`src/rtl/ipi_gen_pkg.sv`:
```
package ipi_gen_pkg;
    localparam int unsigned DATA_W    = 32;
    localparam int unsigned FLAG_LSB  = 4;
    localparam int unsigned NUM_FLAGS = DATA_W - FLAG_LSB;

    typedef enum logic {
        PULSE_IDLE = 1'b0,
        PULSE_FIRE = 1'b1
    } pulse_state_e;
endpackage

```
`src/rtl/ipi_addr_decode.sv`:
```
module ipi_addr_decode #(
    parameter int unsigned NUM_CORES = 2,
    parameter int unsigned ADDR_W    = 6
) (
    input  logic [ADDR_W-1:0]    addr,
    output logic [NUM_CORES-1:0] gen_hit,
    output logic [NUM_CORES-1:0] ack_hit
);
    localparam int unsigned WORD_W = ADDR_W - 2;

    logic [WORD_W-1:0] word_idx;
    logic              aligned;

    assign word_idx = addr[ADDR_W-1:2];
    assign aligned  = (addr[1:0] == 2'b00);

    for (genvar c = 0; c < NUM_CORES; c++) begin : g_hit
        assign gen_hit[c] = aligned && (word_idx == WORD_W'(c));
        assign ack_hit[c] = aligned && (word_idx == WORD_W'(NUM_CORES + c));
    end
endmodule

```
`src/rtl/ipi_core_slot.sv`:
```
module ipi_core_slot
    import ipi_gen_pkg::*;
(
    input  logic                 clk,
    input  logic                 rst_n,
    input  logic                 gen_wr,
    input  logic                 ack_wr,
    input  logic                 go_bit,
    input  logic [NUM_FLAGS-1:0] mask,
    output logic [NUM_FLAGS-1:0] flags,
    output logic                 irq
);
    pulse_state_e          state_q, state_d;
    logic                  fire_req;
    logic [NUM_FLAGS-1:0]  set_mask, clr_mask, flags_d;

    assign fire_req = gen_wr && go_bit;
    assign set_mask = gen_wr ? mask : '0;
    assign clr_mask = ack_wr ? mask : '0;
    // set wins over a clear in the same cycle
    assign flags_d  = (flags & ~clr_mask) | set_mask;

    always_ff @(posedge clk or negedge rst_n) begin
        if (!rst_n) flags <= '0;
        else        flags <= flags_d;
    end

    // state register
    always_ff @(posedge clk or negedge rst_n) begin
        if (!rst_n) state_q <= PULSE_IDLE;
        else        state_q <= state_d;
    end

    always_comb begin
        state_d = state_q;
        unique case (state_q)
            PULSE_IDLE: state_d = fire_req ? PULSE_FIRE : PULSE_IDLE;
            PULSE_FIRE: state_d = fire_req ? PULSE_FIRE : PULSE_IDLE;
            default:    state_d = PULSE_IDLE;
        endcase
    end

    // outputs
    always_comb begin
        irq = (state_q == PULSE_FIRE);
    end


    pulse_follows_chk: assert property (@(posedge clk) disable iff (!rst_n)
        fire_req |=> irq);

    no_spurious_pulse_chk: assert property (@(posedge clk) disable iff (!rst_n)
        !fire_req |=> !irq);

    flag_set_chk: assert property (@(posedge clk) disable iff (!rst_n)
        gen_wr |=> ((flags & $past(mask)) == $past(mask)));

    flag_clear_chk: assert property (@(posedge clk) disable iff (!rst_n)
        (ack_wr && !gen_wr) |=> ((flags & $past(mask)) == '0));

    flag_hold_chk: assert property (@(posedge clk) disable iff (!rst_n)
        (!gen_wr && !ack_wr) |=> $stable(flags));
endmodule

```
`src/rtl/ipi_gen_bank.sv`:
```
module ipi_gen_bank
    import ipi_gen_pkg::*;
#(
    parameter int unsigned NUM_CORES = 2,
    parameter int unsigned ADDR_W    = 6
) (
    input  logic                 clk,
    input  logic                 rst_n,
    input  logic [ADDR_W-1:0]    bus_addr,
    input  logic                 bus_we,
    input  logic [DATA_W-1:0]    bus_wdata,
    input  logic                 bus_re,
    output logic [DATA_W-1:0]    bus_rdata,
    output logic [NUM_CORES-1:0] irq_pulse
);
    logic [NUM_CORES-1:0]                gen_hit, ack_hit;
    logic [NUM_CORES-1:0][NUM_FLAGS-1:0] core_flags;
    logic                                unused_rsvd;

    assign unused_rsvd = ^bus_wdata[FLAG_LSB-1:1];

    ipi_addr_decode #(.NUM_CORES(NUM_CORES), .ADDR_W(ADDR_W)) u_dec (
        .addr    (bus_addr),
        .gen_hit (gen_hit),
        .ack_hit (ack_hit)
    );

    for (genvar c = 0; c < NUM_CORES; c++) begin : g_core
        ipi_core_slot u_slot (
            .clk    (clk),
            .rst_n  (rst_n),
            .gen_wr (bus_we && gen_hit[c]),
            .ack_wr (bus_we && ack_hit[c]),
            .go_bit (bus_wdata[0]),
            .mask   (bus_wdata[DATA_W-1:FLAG_LSB]),
            .flags  (core_flags[c]),
            .irq    (irq_pulse[c])
        );
    end

    always_comb begin
        bus_rdata = '0;
        for (int c = 0; c < NUM_CORES; c++) begin
            if (bus_re && (gen_hit[c] || ack_hit[c]))
                bus_rdata = {core_flags[c], {FLAG_LSB{1'b0}}};
        end
    end


    decode_exclusive_chk: assert property (@(posedge clk) disable iff (!rst_n)
        $onehot0({gen_hit, ack_hit}));
endmodule

```
`config.mk`:
```
export PLATFORM = sky130hd
export DESIGN_NAME = ipi_gen_bank
export DESIGN_NICKNAME = d
export VERILOG_FILES = /design/src/rtl/ipi_gen_pkg.sv /design/src/rtl/ipi_addr_decode.sv /design/src/rtl/ipi_core_slot.sv /design/src/rtl/ipi_gen_bank.sv
export SDC_FILE = /design/constraint.sdc
export NUM_CORES = 1
export LEC_CHECK = 0
export ABC_CLOCK_PERIOD_IN_PS = 2600
export CAP_MARGIN = 20
export CORE_AREA = 3 3 93 95
export DETAILED_ROUTE_END_ITERATION = 10
export DIE_AREA = 0 0 96 98
export GPL_TIMING_DRIVEN = 1
export PLACE_DENSITY = 0.76
export SLEW_MARGIN = 20
export SYNTH_ARGS = -nofsm -noshare
export SYNTH_HDL_FRONTEND = slang
export SYNTH_SLANG_ARGS = --single-unit
```
`constraint.sdc`:
```
create_clock -name clk -period 2.6 [get_ports clk]
set_input_delay 0.39 -clock clk [delete_from_list [all_inputs] [get_ports clk]]
set_output_delay 0.39 -clock clk [all_outputs]
set_load 0.01 [all_outputs]
```
==> summary.txt <==
Global route
  • Initial antenna violation count: 0
  • First-pass GRT wire length: 13.0 mm
  • Number of global-route vias before repair: roughly 2600
  • GRT overflow: 0
  • GR Util All Layers: around 17%
  • Largest net degree at the start of global routing: 59

Synth
  • Synth Area in Compound Gates: between 20% and 30%
  • Cell variety after synth: 16
  • Yosys warns: 0
  • Largest family of logic cells by synthesized area: compound AO/OA/AOI/OAI gates
  • Simple-gate share of the synthesized area: ~8.3%
  • Post-synth top area share: 46.5%
  • XOR/XNOR Fraction of Synth Area: 0%
  • Largest area contributor in the netlist: dfrtp_1
  • Mapped cell area: 3120 sq um
  • Mux cell area share after synthesis: between 8 and 9%
  • Seq/Total Area, Yosys: ~46%
  • Cells after Synth: 302
  • EDFF count, synth: 0
  • Post-Synth Adder-Cell Area: 0%
  • Ranking of synthesized cells by area: dfrtp_1 (46%), o31ai_1 (23%), mux2i_1 (9.0%)
  • Synthesized area per cell: 10.3 sq um
  • Ys async rst share: 100%
  • Top FF cell, synth: dfrtp_1
  • Top cells by count, synth: o31ai_1 (94), dfrtp_1 (58), nand2_1 (32)
  • Synthesis-stage register bit count: 58
  • Top-count cell post-synth: o31ai_1

Drt
  • ANT nets after route: 0
  • Drt via density: 5.62
  • DRT Wirelength: 7.85 mm
  • WL/cell: around 17 microns
  • Total number of vias: about 2600
  • Drt drc: 0
  • DR pass1 iterations: 4
  • Starting DRC count in detailed routing: 143

Timing
  • Final setup fails: 0
  • Total negative slack: 0 ns
  • Min Tclk post-route: 2.52 ns
  • Worst slew margin: about a third
  • Pins Over Slew Limit: 0
  • Final worst path period share: 97.0%
  • Fin. Hold Viols: 0
  • Worst Tran Pin Value: 1.03 ns
  • Final clock skew: 0 ns
  • Max Freq: 396 MHz
  • Fin worst setup slack: 0.0778 ns
  • WHS: 0.0894 ns
  • RSZ-0062 raised after global routing: false

Layout
  • # diodes: 0
  • Share of layout cells above drive strength 1: approximately 14%
  • Non-filler cells, final: roughly 470
  • Fill cells: 716
  • Synth-to-Final Area Change: 32.0%
  • Final Net Count: 401
  • Cell area after layout: 4120 sq um
  • Finished Core Util: 52.8%

Power and ir drop
  • Switching part of the total: 27.1%
  • Leakage: 1.83 nW
  • Power Internal: 1.65 mW
  • Tot Pwr: roughly 2.3 mW
  • Clock share of power: 34.6%
  • Pwr dens: 549 nW/um^2
  • Max VDD drop: roughly 0.23 mV
  • Psw: 613 uW
  • Combinational group share of total power: 17.6%
  • Share of power burned in registers: 47.8%

Place
  • Port Buffer Count: between 60 and 70
  • Placed Area: 3890 sq um
  • Hpwl dp: 4.88 mm
  • Placed cells: 449
  • Global placer's final weighted congestion: around 0.74
  • Place WS: approximately 0.0068 ns

Floorplanning
  • Boundary pin count: 76
  • Core Area: 7810 sq um
  • Die Wd: 96 microns
  • Initial Util: around 40%
  • Die Footprint: around 9400 sq um
  • Die height: 98 microns
  • Std cell rows: 32

Worst setup path
  • Crit path DAT: 2.13 ns
  • Max FO, Critical Path: 28
  • Setup CP Type: input pin to output port
  • Crit start category: input pin
  • Crit end category: output port
  • Worst endpoint required time: 2.21 ns

Worst hold path
  • Hold crit path type: input pin to asynchronous set/reset pin

CTS
  • TritonCTS clock tree: yes
  • Worst-case clock buffer depth: 2
  • Clock Sinks: 58
  • Clk slew on worst S/H paths: 0.06 ns
  • Clock latency on the worst-skew pair: 0.33 ns
  • Clock Tree Root: clkbuf_8
  • CTS H-tree lvls: 3
  • TritonCTS Buffers: 9
  • Post-CTS Hold Buffers: 0

Flow run
  • Max-cap violations: 0

Run status
  • Status: finished, final reports clean
==> timing repair <==
item / 4_1_cts / 5_1_grt
resized for setup: 1 / 12
endpoints found under the setup margin: 17 / 28
buffers inserted: 0 / 1
pin swaps: 0 / 1
==> worst paths after layout <==
kind	endpoint	start	slack (ns)	cells past startpoint
max	bus_rdata[20]	bus_addr[4]	0.08	6
min	g_core[0].u_slot.flags[27]$_DFF_PN0_	rst_n	0.09	1
max reg2reg	g_core[0].u_slot.flags[21]$_DFF_PN0_	g_core[0].u_slot.flags[21]$_DFF_PN0_	1.85	2
min reg2reg	g_core[0].u_slot.flags[5]$_DFF_PN0_	g_core[0].u_slot.flags[5]$_DFF_PN0_	0.50	2
max in group asynchronous	g_core[0].u_slot.flags[19]$_DFF_PN0_	rst_n	1.92	2
min in group clk	g_core[0].u_slot.flags[5]$_DFF_PN0_	g_core[0].u_slot.flags[5]$_DFF_PN0_	0.50	2
==> state kept, by name, summed over array words and instances (netlist names) <==
name,cells
g_core.u_slot.irq,2
g_core.u_slot.flags,56
==> placed cells by master (no fill, tap or decap), types with 2 or more instances in the layout <==
master           instances
o31ai_1                 94
dfrtp_1                 58
clkdlybuf4s50_1         54
nand2_1                 31
mux2i_1                 28
nor2_1                  28
o31ai_2                 18
clkbuf_8                13
dlymetal6s2s_1          11
buf_4                    8
buf_12                   5
conb_1                   4
buf_2                    3
nor4_1                   2
clkinv_2                 2
==> logic make-up (layout without fill, tap and decap cells) <==
family	after synthesis	in the layout
flip-flops	58	58
other	1	4
multiplexers	28	28
AO/OA/AOI/OAI	112	112
buffers and inverters	39	97
AND/OR/NAND/NOR	64	64
==> cell type report <==
class / count / area [sq um] / area share [%]
clock buffer: 13 / 179 / 4.34
tap: 102 / 128 / 3.10
multi-input combinational: 208 / 1500 / 36.3
inverter: 1 / 3.75 / 0.0911
clock inverter: 2 / 10.0 / 0.243
sequential: 58 / 1450 / 35.2
timing repair buffer: 81 / 853 / 20.7
==> worst max-delay path: stages <==
cell and delay [ns]:
clkdlybuf4s50_1 0.46, nor4_4 0.34, nand2_2 0.10, buf_12 0.17
nor2_1 0.11, clkdlybuf4s50_1 0.54
==> power by group through the flow <==
stage	Sequential, mW	Clock (mW)	Combinational (mW)
2_1_floorplan	1.08	0	0.260
3_3_place_gp	1.09	0	0.386
3_5_place_dp	1.10	0	0.398
4_1_cts	1.08	0.799	0.402
5_1_grt	1.09	0.835	0.443
6_report	1.08	0.782	0.399
==> metal layers <==
metal  part of all wire [%]  up-vias  track usage (%)
li1                       -     1249                -
met1                     44     1274             23.8
met2                     48       81             26.8
met3                    6.7       10             4.78
met4                    1.2        0             5.03
met5                      0        -                0
Note: power is estimated with default switching activity, not from simulation.
